**src/rtl/ffirq_pkg.sv**
```systemverilog
`timescale 1ns/1ps
package ffirq_pkg;

   // bit positions shared by flag vectors, request registers and enable registers
   localparam int FLG_FULL  = 0;
   localparam int FLG_EMPTY = 1;
   localparam int FLG_PROG  = 2;
   localparam int FLG_NUM   = 3;

   typedef struct packed {
      logic fall_sel;
      logic prog_en;
      logic empty_en;
      logic full_en;
   } ep_en_t;

   typedef struct packed {
      logic src_sel;
      logic vec_en;
   } setup_t;

   function automatic logic [FLG_NUM-1:0] en_mask(input ep_en_t e);
      return {e.prog_en, e.empty_en, e.full_en};
   endfunction

endpackage

```
**src/rtl/ffirq_flag_sync.sv**
```systemverilog
`timescale 1ns/1ps
module ffirq_flag_sync #(
   parameter int WIDTH = 12
) (
   input  logic             clk,
   input  logic             rst_n,
   input  logic [WIDTH-1:0] flags_in,
   output logic [WIDTH-1:0] cur_q,
   output logic [WIDTH-1:0] prv_q
);

   logic primed_q;

   generate
      if (WIDTH < 1) begin : g_bad_width
         $error("ffirq_flag_sync: WIDTH must be at least 1");
      end
   endgenerate

   // first clock after reset loads both stages so a level present at reset is no edge
   always_ff @(posedge clk or negedge rst_n) begin
      if (!rst_n) begin
         cur_q    <= '0;
         prv_q    <= '0;
         primed_q <= 1'b0;
      end else begin
         cur_q    <= flags_in;
         prv_q    <= primed_q ? cur_q : flags_in;
         primed_q <= 1'b1;
      end
   end

endmodule

```
**src/rtl/ffirq_ep_slice.sv**
```systemverilog
`timescale 1ns/1ps
module ffirq_ep_slice
   import ffirq_pkg::*;
(
   input  logic               clk,
   input  logic               rst_n,
   input  logic [FLG_NUM-1:0] cur,
   input  logic [FLG_NUM-1:0] prv,
   input  logic               en_we,
   input  logic               req_we,
   input  logic [3:0]         wdata,
   output ep_en_t             en_q,
   output logic [FLG_NUM-1:0] req_q,
   output logic [FLG_NUM-1:0] set_o
);

   logic [FLG_NUM-1:0] rise, fall, clr, req_d;

   assign rise = cur & ~prv;
   assign fall = ~cur & prv;

   always_comb begin
      set_o            = '0;
      set_o[FLG_FULL]  = rise[FLG_FULL];
      set_o[FLG_EMPTY] = rise[FLG_EMPTY];
      set_o[FLG_PROG]  = en_q.fall_sel ? fall[FLG_PROG] : rise[FLG_PROG];
   end

   assign clr   = req_we ? wdata[FLG_NUM-1:0] : '0;
   assign req_d = (req_q & ~clr) | set_o;

   always_ff @(posedge clk or negedge rst_n) begin
      if (!rst_n) begin
         en_q  <= '0;
         req_q <= '0;
      end else begin
         req_q <= req_d;
         if (en_we) en_q <= ep_en_t'(wdata);
      end
   end

endmodule

```
**src/rtl/ffirq_prio.sv**
```systemverilog
`timescale 1ns/1ps
module ffirq_prio
   import ffirq_pkg::*;
#(
   parameter int NUM_EP = 4,
   parameter int CODE_W = 4
) (
   input  logic [FLG_NUM*NUM_EP-1:0] pend,
   output logic [CODE_W-1:0]         code
);

   localparam logic [CODE_W-1:0] CODE_NONE = '1;

   generate
      if ((1 << CODE_W) <= FLG_NUM*NUM_EP) begin : g_bad_code
         $error("ffirq_prio: CODE_W too narrow for all sources plus the idle code");
      end
   endgenerate

   // scan from least to most urgent; the last hit is the most urgent
   always_comb begin
      code = CODE_NONE;
      for (int e = NUM_EP-1; e >= 0; e--) begin
         for (int k = 0; k < FLG_NUM; k++) begin
            if (pend[e*FLG_NUM + k]) code = CODE_W'(e*FLG_NUM + (FLG_NUM-1-k));
         end
      end
   end

endmodule

```
**src/rtl/fifo_flag_irq.sv**
```systemverilog
`timescale 1ns/1ps
module fifo_flag_irq
   import ffirq_pkg::*;
#(
   parameter int                NUM_EP     = 4,
   parameter int                ADDR_W     = 16,
   parameter logic [ADDR_W-1:0] BASE_ADDR  = 16'hE650,
   parameter logic [ADDR_W-1:0] SETUP_ADDR = 16'hE668,
   parameter int                CODE_W     = $clog2(3*NUM_EP+1)
) (
   input  logic              clk,
   input  logic              rst_n,
   input  logic [NUM_EP-1:0] flag_prog,
   input  logic [NUM_EP-1:0] flag_empty,
   input  logic [NUM_EP-1:0] flag_full,
   input  logic [ADDR_W-1:0] bus_addr,
   input  logic              bus_we,
   input  logic [7:0]        bus_wdata,
   output logic [7:0]        bus_rdata,
   output logic              irq_out,
   output logic [CODE_W-1:0] irq_src
);

   localparam int NSRC = FLG_NUM*NUM_EP;

   generate
      if (NUM_EP < 1) begin : g_bad_ep
         $error("fifo_flag_irq: NUM_EP must be at least 1");
      end
      if (BASE_ADDR[0] != 1'b0) begin : g_bad_base
         $error("fifo_flag_irq: BASE_ADDR must be even");
      end
      if (SETUP_ADDR >= BASE_ADDR && SETUP_ADDR < BASE_ADDR + ADDR_W'(2*NUM_EP)) begin : g_bad_setup
         $error("fifo_flag_irq: SETUP_ADDR overlaps the endpoint registers");
      end
   endgenerate

   logic [NSRC-1:0]   flag_flat, cur_flat, prv_flat;
   logic [NSRC-1:0]   req_all, set_all, pend_all;
   logic [NUM_EP-1:0] en_we, req_we;
   ep_en_t            en_arr [NUM_EP];
   setup_t            setup_q;
   logic              unused_wdata_hi;

   assign unused_wdata_hi = ^bus_wdata[7:4];

   ffirq_flag_sync #(.WIDTH(NSRC)) u_sync (
      .clk      (clk),
      .rst_n    (rst_n),
      .flags_in (flag_flat),
      .cur_q    (cur_flat),
      .prv_q    (prv_flat)
   );

   generate
      for (genvar e = 0; e < NUM_EP; e++) begin : g_ep
         assign flag_flat[e*FLG_NUM +: FLG_NUM] = {flag_prog[e], flag_empty[e], flag_full[e]};
         assign en_we[e]  = bus_we && (bus_addr == BASE_ADDR + ADDR_W'(2*e));
         assign req_we[e] = bus_we && (bus_addr == BASE_ADDR + ADDR_W'(2*e+1));

         ffirq_ep_slice u_slice (
            .clk    (clk),
            .rst_n  (rst_n),
            .cur    (cur_flat[e*FLG_NUM +: FLG_NUM]),
            .prv    (prv_flat[e*FLG_NUM +: FLG_NUM]),
            .en_we  (en_we[e]),
            .req_we (req_we[e]),
            .wdata  (bus_wdata[3:0]),
            .en_q   (en_arr[e]),
            .req_q  (req_all[e*FLG_NUM +: FLG_NUM]),
            .set_o  (set_all[e*FLG_NUM +: FLG_NUM])
         );

         assign pend_all[e*FLG_NUM +: FLG_NUM] = req_all[e*FLG_NUM +: FLG_NUM] & en_mask(en_arr[e]);
      end
   endgenerate

   always_ff @(posedge clk or negedge rst_n) begin
      if (!rst_n) setup_q <= '0;
      else if (bus_we && bus_addr == SETUP_ADDR) setup_q <= setup_t'(bus_wdata[1:0]);
   end

   always_comb begin
      bus_rdata = '0;
      if (bus_addr == SETUP_ADDR) bus_rdata = {6'b0, setup_q};
      for (int e = 0; e < NUM_EP; e++) begin
         if (bus_addr == BASE_ADDR + ADDR_W'(2*e))   bus_rdata = {4'b0, en_arr[e]};
         if (bus_addr == BASE_ADDR + ADDR_W'(2*e+1)) bus_rdata = {5'b0, req_all[e*FLG_NUM +: FLG_NUM]};
      end
   end

   assign irq_out = (|pend_all) && setup_q.src_sel && setup_q.vec_en;

   ffirq_prio #(.NUM_EP(NUM_EP), .CODE_W(CODE_W)) u_prio (
      .pend (pend_all),
      .code (irq_src)
   );

endmodule

```
**config.mk**
```make
export PLATFORM = sky130hd
export DESIGN_NAME = fifo_flag_irq
export DESIGN_NICKNAME = d
export VERILOG_FILES = /design/src/rtl/ffirq_pkg.sv /design/src/rtl/ffirq_flag_sync.sv /design/src/rtl/ffirq_ep_slice.sv /design/src/rtl/ffirq_prio.sv /design/src/rtl/fifo_flag_irq.sv
export SDC_FILE = /design/constraint.sdc
export NUM_CORES = 1
export LEC_CHECK = 0
export BUFFER_PORTS_ARGS = -buffer_cell sky130_fd_sc_hd__buf_2
export CORE_MARGIN = 4
export CORE_UTILIZATION = 59
export DETAILED_ROUTE_END_ITERATION = 8
export PLACE_DENSITY_LB_ADDON = 0.3
export SKIP_CTS_REPAIR_TIMING = 1
export SYNTH_ARGS = -nofsm -noshare
export SYNTH_HDL_FRONTEND = slang
export SYNTH_HIERARCHICAL = 1
export SYNTH_SLANG_ARGS = --single-unit
```
**constraint.sdc**
```tcl
create_clock -name clk -period 5.3 [get_ports clk]
set_input_delay 1.06 -clock clk [delete_from_list [all_inputs] [get_ports clk]]
set_output_delay 1.06 -clock clk [all_outputs]
set_load 0.005 [all_outputs]
```
==> metrics.txt, run 1 <==
Max stage delay cell, worst path or4b_4; synth warn 6; grt total ovfl 0; GRT Util Overall 20.3%; vias in the first global route between 2,000 and 2,500; Psw approximately 160 µW; Die Ht approximately 78 µm; Critical Path Max Stage Delay about 570 ps; Final Skew approximately 7.7 ps; Reg2Reg Depth 1; placed insts ~360; min Tclk post-route ~3800 ps; Crit path max-delay family simple AND/OR/NAND/NOR gates; Hold Path Origin u_sync/cur_q[4]; drt initial violations ~170; CTS tree done; sequential cell area 0.00138 mm²; PortBufs between 40 and 50; Slew headroom between 40% and 50%; routability cong. 0.906; number of max-cap violations 0; die width 77.8 µm; placed cell areas approximately 0.0031 mm²; Period Utilization, post-route a little under three quarters; Final Util between 60% and 70%; Pint roughly 550 µW; Clock Pin Slew Worst Setup and Hold Paths roughly 80 ps; row count 25; root buf cell clkbuf_8; Mean Syn Cell Area 11.3 µm²; first-pass detailed-route iteration total 4; worst-margin pin slew ~750 ps; CP Max Fanout 19; Starting Density between 60% and 70%; CP Data Required Time 4240 ps; kind of critical path input port to output pin; TNS Setup 0 ps; Cell Area, Synth between 0.002 and 0.003 mm²; core box area between 0.004 and 0.005 mm²; Net Sw Frac 22.3%; I/O Pins 52; Clock Latency Late Sink ~300 ps; reg-to-reg critical path endpoint u_sync/prv_q[10]; DR vias 2,099; R2R Path Start u_sync/primed_q; total CTS buffers 5; area of the multi-input gates 0.00142 mm²; Comb pwr share roughly 9.0%; non-filler cells, final between 300 and 400; most numerous cell on the critical path buf_2; Fin Hold WS around 510 ps; outcome finished, final reports clean; clock power share 29.1%; DIE AREA ~0.0061 mm²; CP Capture Type output pin; sequential share of power between 60% and 70%; final setup fails 0; Bufs and invs on worst path 2; Vias/cell between 5 and 6; total clock sinks between 50 and 60; H-tree levels 2; hold endpoint u_sync/prv_q[4]; hold path depth 1; worst path cell trace buf_2 -> or4b_4 -> nor4_4 -> o2bb2ai_1 -> o221ai_1 -> a21oi_1 -> buf_2; CP Launch Type input port; drt total wl between 5000 and 6000 µm; peak supply drop ~190 µV; Synth Instances approximately 250; Max clock buf depth 2; layout cell share with drive strength beyond 1 a little under a third; Worst EP arrival ~2700 ps; final hold violation count 0; drt wl/cell approximately 16 µm; fillers about 390; power per standard cell area 221 mW/mm²; largest net degree at the start of global routing 56; Post-DRT Antenna Nets 0; P_leak 1.44 nW; Final nets 336; Worst Hold Class register to register; initial antenna violation count 0; fmax 265 MHz; dpl hpwl roughly 4400 µm; first-pass GRT wire length 9660 µm; RSZ-0062 raised after global routing no; Final Cell Area around 0.0032 mm²; Slew Limit Fails 0; synthesis-to-finish area growth 11.2%; # DRC 0; R2R Setup Slk around 4000 ps; Antenna Cells 0
## stage by stage
stage,setup WS (ps),power [mW]
5_1_grt,1410,0.745
3_5_place_dp,1530,0.511
2_1_floorplan,1870,0.483
6_report,1520,0.708
3_3_place_gp,1530,0.508
4_1_cts,1510,0.717
## sequential cells by signal, summed over array words and instances (netlist names)
signal and cells:
g_ep.u_slice/en_q 16, g_ep.u_slice/req_q 12, setup_q 2, u_sync/cur_q 12, u_sync/prv_q 12, u_sync/primed_q 1
## how the worst max path moves through the flow
stage	from	end	slack, ps	cells after the start
6_report	bus_addr[1]	bus_rdata[0]	1520	7
5_1_grt	bus_addr[1]	bus_rdata[0]	1410	7
4_1_cts	bus_addr[1]	bus_rdata[0]	1510	7
3_5_place_dp	bus_addr[1]	bus_rdata[0]	1530	7
3_3_place_gp	bus_addr[1]	bus_rdata[0]	1530	7
2_1_floorplan	bus_addr[1]	bus_rdata[0]	1870	6
## layout make-up
class / instances / area share, %
multi-input cells: 187 / 44.5
flip-flops and latches: 55 / 43.0
repair buffers: 44 / 6.96
well taps: 67 / 2.62
clock buffers: 5 / 2.15
inverters: 4 / 0.469
clock inverters: 1 / 0.235
## layout by cell type, fill, tap and decap left out, drive strengths merged, types with 2 or more instances in the layout
cell    count
nand3b      6
mux2       32
nand4b      2
nand4       2
mux2i       2
a311oi      2
nor2b      12
or3b        4
and2       13
nor3b       4
and4b       3
o21ai       2
conb        5
nand2      19
a21oi       9
o221ai      2
buf        44
a21o        8
dfrtp      55
clkbuf      5
a21bo       4
nor4        5
nand2b      2
nor2       16
o22ai       2
or4bb       2
nand3       7
and3        6
inv         4
o41ai       2
## power groups by stage
| stage | combinational (mW) | sequential (mW) | clock (mW) |
|---|---|---|---|
| finish | 0.0637 | 0.438 | 0.206 |
| global route | 0.0710 | 0.441 | 0.234 |
| CTS | 0.0641 | 0.438 | 0.215 |
| detailed placement | 0.0640 | 0.447 | 0 |
| global placement | 0.0624 | 0.446 | 0 |
| floorplan | 0.0392 | 0.443 | 0 |
## per-layer routing
layer	global-route usage (%)	vias to the layer above	wire length [µm]	part of all wire, %
met5	0	-	0	0
met4	6.41	0	96	1.6
met1	27.3	1004	2590	44
met2	32.6	83	2710	46
li1	-	1001	-	-
met3	4.52	11	440	7.5
Power figures use the tool's default switching activity.
==> inputs of run 2 (changes only) <==
--- a/config.mk
+++ b/config.mk
@@ -7,7 +7,7 @@
 export LEC_CHECK = 0
 export BUFFER_PORTS_ARGS = -buffer_cell sky130_fd_sc_hd__buf_2
 export CORE_MARGIN = 4
-export CORE_UTILIZATION = 59
+export CORE_UTILIZATION = 56
 export DETAILED_ROUTE_END_ITERATION = 8
 export PLACE_DENSITY_LB_ADDON = 0.3
 export SKIP_CTS_REPAIR_TIMING = 1
==> constraint.sdc (replaced) <==
create_clock -name clk -period 3.9 [get_ports clk]
set_input_delay 0.78 -clock clk [delete_from_list [all_inputs] [get_ports clk]]
set_output_delay 0.78 -clock clk [all_outputs]
set_load 0.005 [all_outputs]
==> metrics.txt, run 2 (synthesized netlist as in run 1, its figures left out) <==
outcome finished, final reports clean; CTS tree done; Vias/cell 5.76 (-0.32%); Comb pwr share 8.4% (-0.6 points); Final Skew 4.06 ps (-3.64 ps); non-filler cells, final 364 (+0.28%); worst-margin pin slew 732 ps (-18.3 ps); first-pass GRT wire length 9630 µm (-0.29%); Tot Pwr 1.04 mW (+47%); final hold violation count 0 (unchanged); sequential share of power 57.3% (-4.6 points); DIE AREA 0.00634 mm² (+4.8%); final setup fails 0 (unchanged); R2R Path Start u_sync/primed_q; reg-to-reg critical path endpoint u_sync/prv_q[9]; row count 25 (unchanged); Max clock buf depth 2 (unchanged); Reg2Reg Depth 1 (unchanged); Antenna Cells 0 (unchanged); first-pass detailed-route iteration total 4 (unchanged); root buf cell clkbuf_8; CP Capture Type output pin; grt total ovfl 0 (unchanged); PortBufs 43 (unchanged); layout cell share with drive strength beyond 1 30.6% (+0.23 points); die width 79.7 µm (+2.4%); Starting Density 59.3% (-1.6 points); total clock sinks 55 (unchanged); fmax between 300 and 400 MHz; most frequent cells in the layout dfrtp_1, buf_2, mux2_2, nand2_1, nor2_1; RSZ-0062 raised after global routing no; placed insts 357 (unchanged); Biggest register g_ep.u_slice/en_q; Worst EP arrival 2450 ps (-270 ps); Slew headroom 51.1% (+1.2 points); routability cong. 0.916 (+1.1%); R2R Setup Slk 2600 ps (-1410 ps); peak supply drop 309 µV (+64%); Net Sw Frac 21.5% (-0.82 points); Slew Limit Fails 0 (unchanged); worst path cell trace buf_2 -> or4b_4 -> nor4_4 -> o2bb2ai_1 -> o221ai_1 -> a21oi_1 -> buf_2; I/O Pins 52 (unchanged); Clock Pin Slew Worst Setup and Hold Paths 90 ps (about the same); kind of critical path input port to output pin; GRT Util Overall 19.9% (-0.35 points); Pint 815 µW (+48%); max reg flops 16 (unchanged); drt total wl 5860 µm (+0.38%); power per standard cell area 322 mW/mm² (+45%); Max stage delay cell, worst path or4b_4; core box area 0.00485 mm² (+2.6%); vias in the first global route 1,947 (-4.9%); Final nets 336 (unchanged); Clock Latency Late Sink 290 ps (about the same); Psw 223 µW (+41%); H-tree levels 2 (unchanged); number of max-cap violations 0 (unchanged); min Tclk post-route around 3200 ps; initial antenna violation count 0 (unchanged); P_leak 1.46 nW (+0.98%); Period Utilization, post-route 82.8%; TNS Setup 0 ps (unchanged); synthesis-to-finish area growth 12.3%; dpl hpwl 4430 µm (+1.6%); commonest non-fill, non-tap cell in the layout dfrtp_1; DR vias 2,098 (-0.048%); clock power share 34.3% (+5.2 points); drt initial violations 210 (+23%); # DRC 0 (unchanged); Die Ht 79.7 µm (+2.4%); CP Launch Type input port; Post-DRT Antenna Nets 0 (unchanged); CP Data Required Time 3120 ps (-1120 ps); most numerous cell on the critical path buf_2; Critical Path Max Stage Delay 570 ps (about the same); total CTS buffers 5 (unchanged); CP Max Fanout 19 (unchanged); drt wl/cell 16.1 µm (+0.10%); largest net degree at the start of global routing 30 (-46%); Worst Hold Class input port to async pin
run 2: changes by cell type in the layout (fill, tap and decap cells not counted), sizes merged:
cell    previous run  this run
bufinv             0         1
run 2: layout make-up:
| type | instances | area (µm²) |
|---|---|---|
| multi-input cells | 187 | 1420 |
| inverters | 4 | 15.0 |
| repair buffers | 44 | 223 |
| flip-flops and latches | 55 | 1380 |
| clock inverters | 2 | 37.5 |
| clock buffers | 5 | 68.8 |
| fillers | 398 | 1620 |
| well taps | 67 | 83.8 |
run 2: how the worst max path moves through the flow:
stage	start	to	slack, ps	depth (start not counted)
after floorplan	bus_addr[1]	bus_rdata[0]	1030	6
after global placement	bus_addr[1]	bus_rdata[0]	690	7
after detailed placement	bus_addr[1]	bus_rdata[0]	690	7
after CTS	bus_addr[1]	bus_rdata[0]	680	7
after global routing	bus_addr[1]	bus_rdata[0]	560	7
final	bus_addr[1]	bus_rdata[0]	670	7
run 2: metrics by stage:
stage	utilization [%]	setup slack, ps	cell area [µm²]	hold WS (ps)
CTS	66.6	678	3230	504
floorplan	-	1030	2890	456
detailed placement	64.4	689	3120	490
finish	66.6	673	3230	486
global route	66.6	556	3230	529
global placement	64.4	688	3120	480
run 2: power by group through the flow:
stage / logic, mW / registers (mW) / clock network (mW)
after global routing: 0.0968 / 0.598 / 0.399
final: 0.0868 / 0.596 / 0.357
after CTS: 0.0871 / 0.596 / 0.371
after floorplan: 0.0532 / 0.603 / 0
after detailed placement: 0.0867 / 0.607 / 0
after global placement: 0.0851 / 0.606 / 0
run 2: per-layer routing:
layer / share of wire [%] / track usage [%]
met5: 0 / 0
met3: 8.6 / 3.39
met4: 1.3 / 8.42
met1: 44 / 27.6
met2: 46 / 30.9
run 2: worst max-delay path, delay by kind of cell:
kind                   cells  cell delay [ps]
buffers and inverters      2              350
AOI/OAI and AO/OA          3              450
and+or+nand+nor            2              870
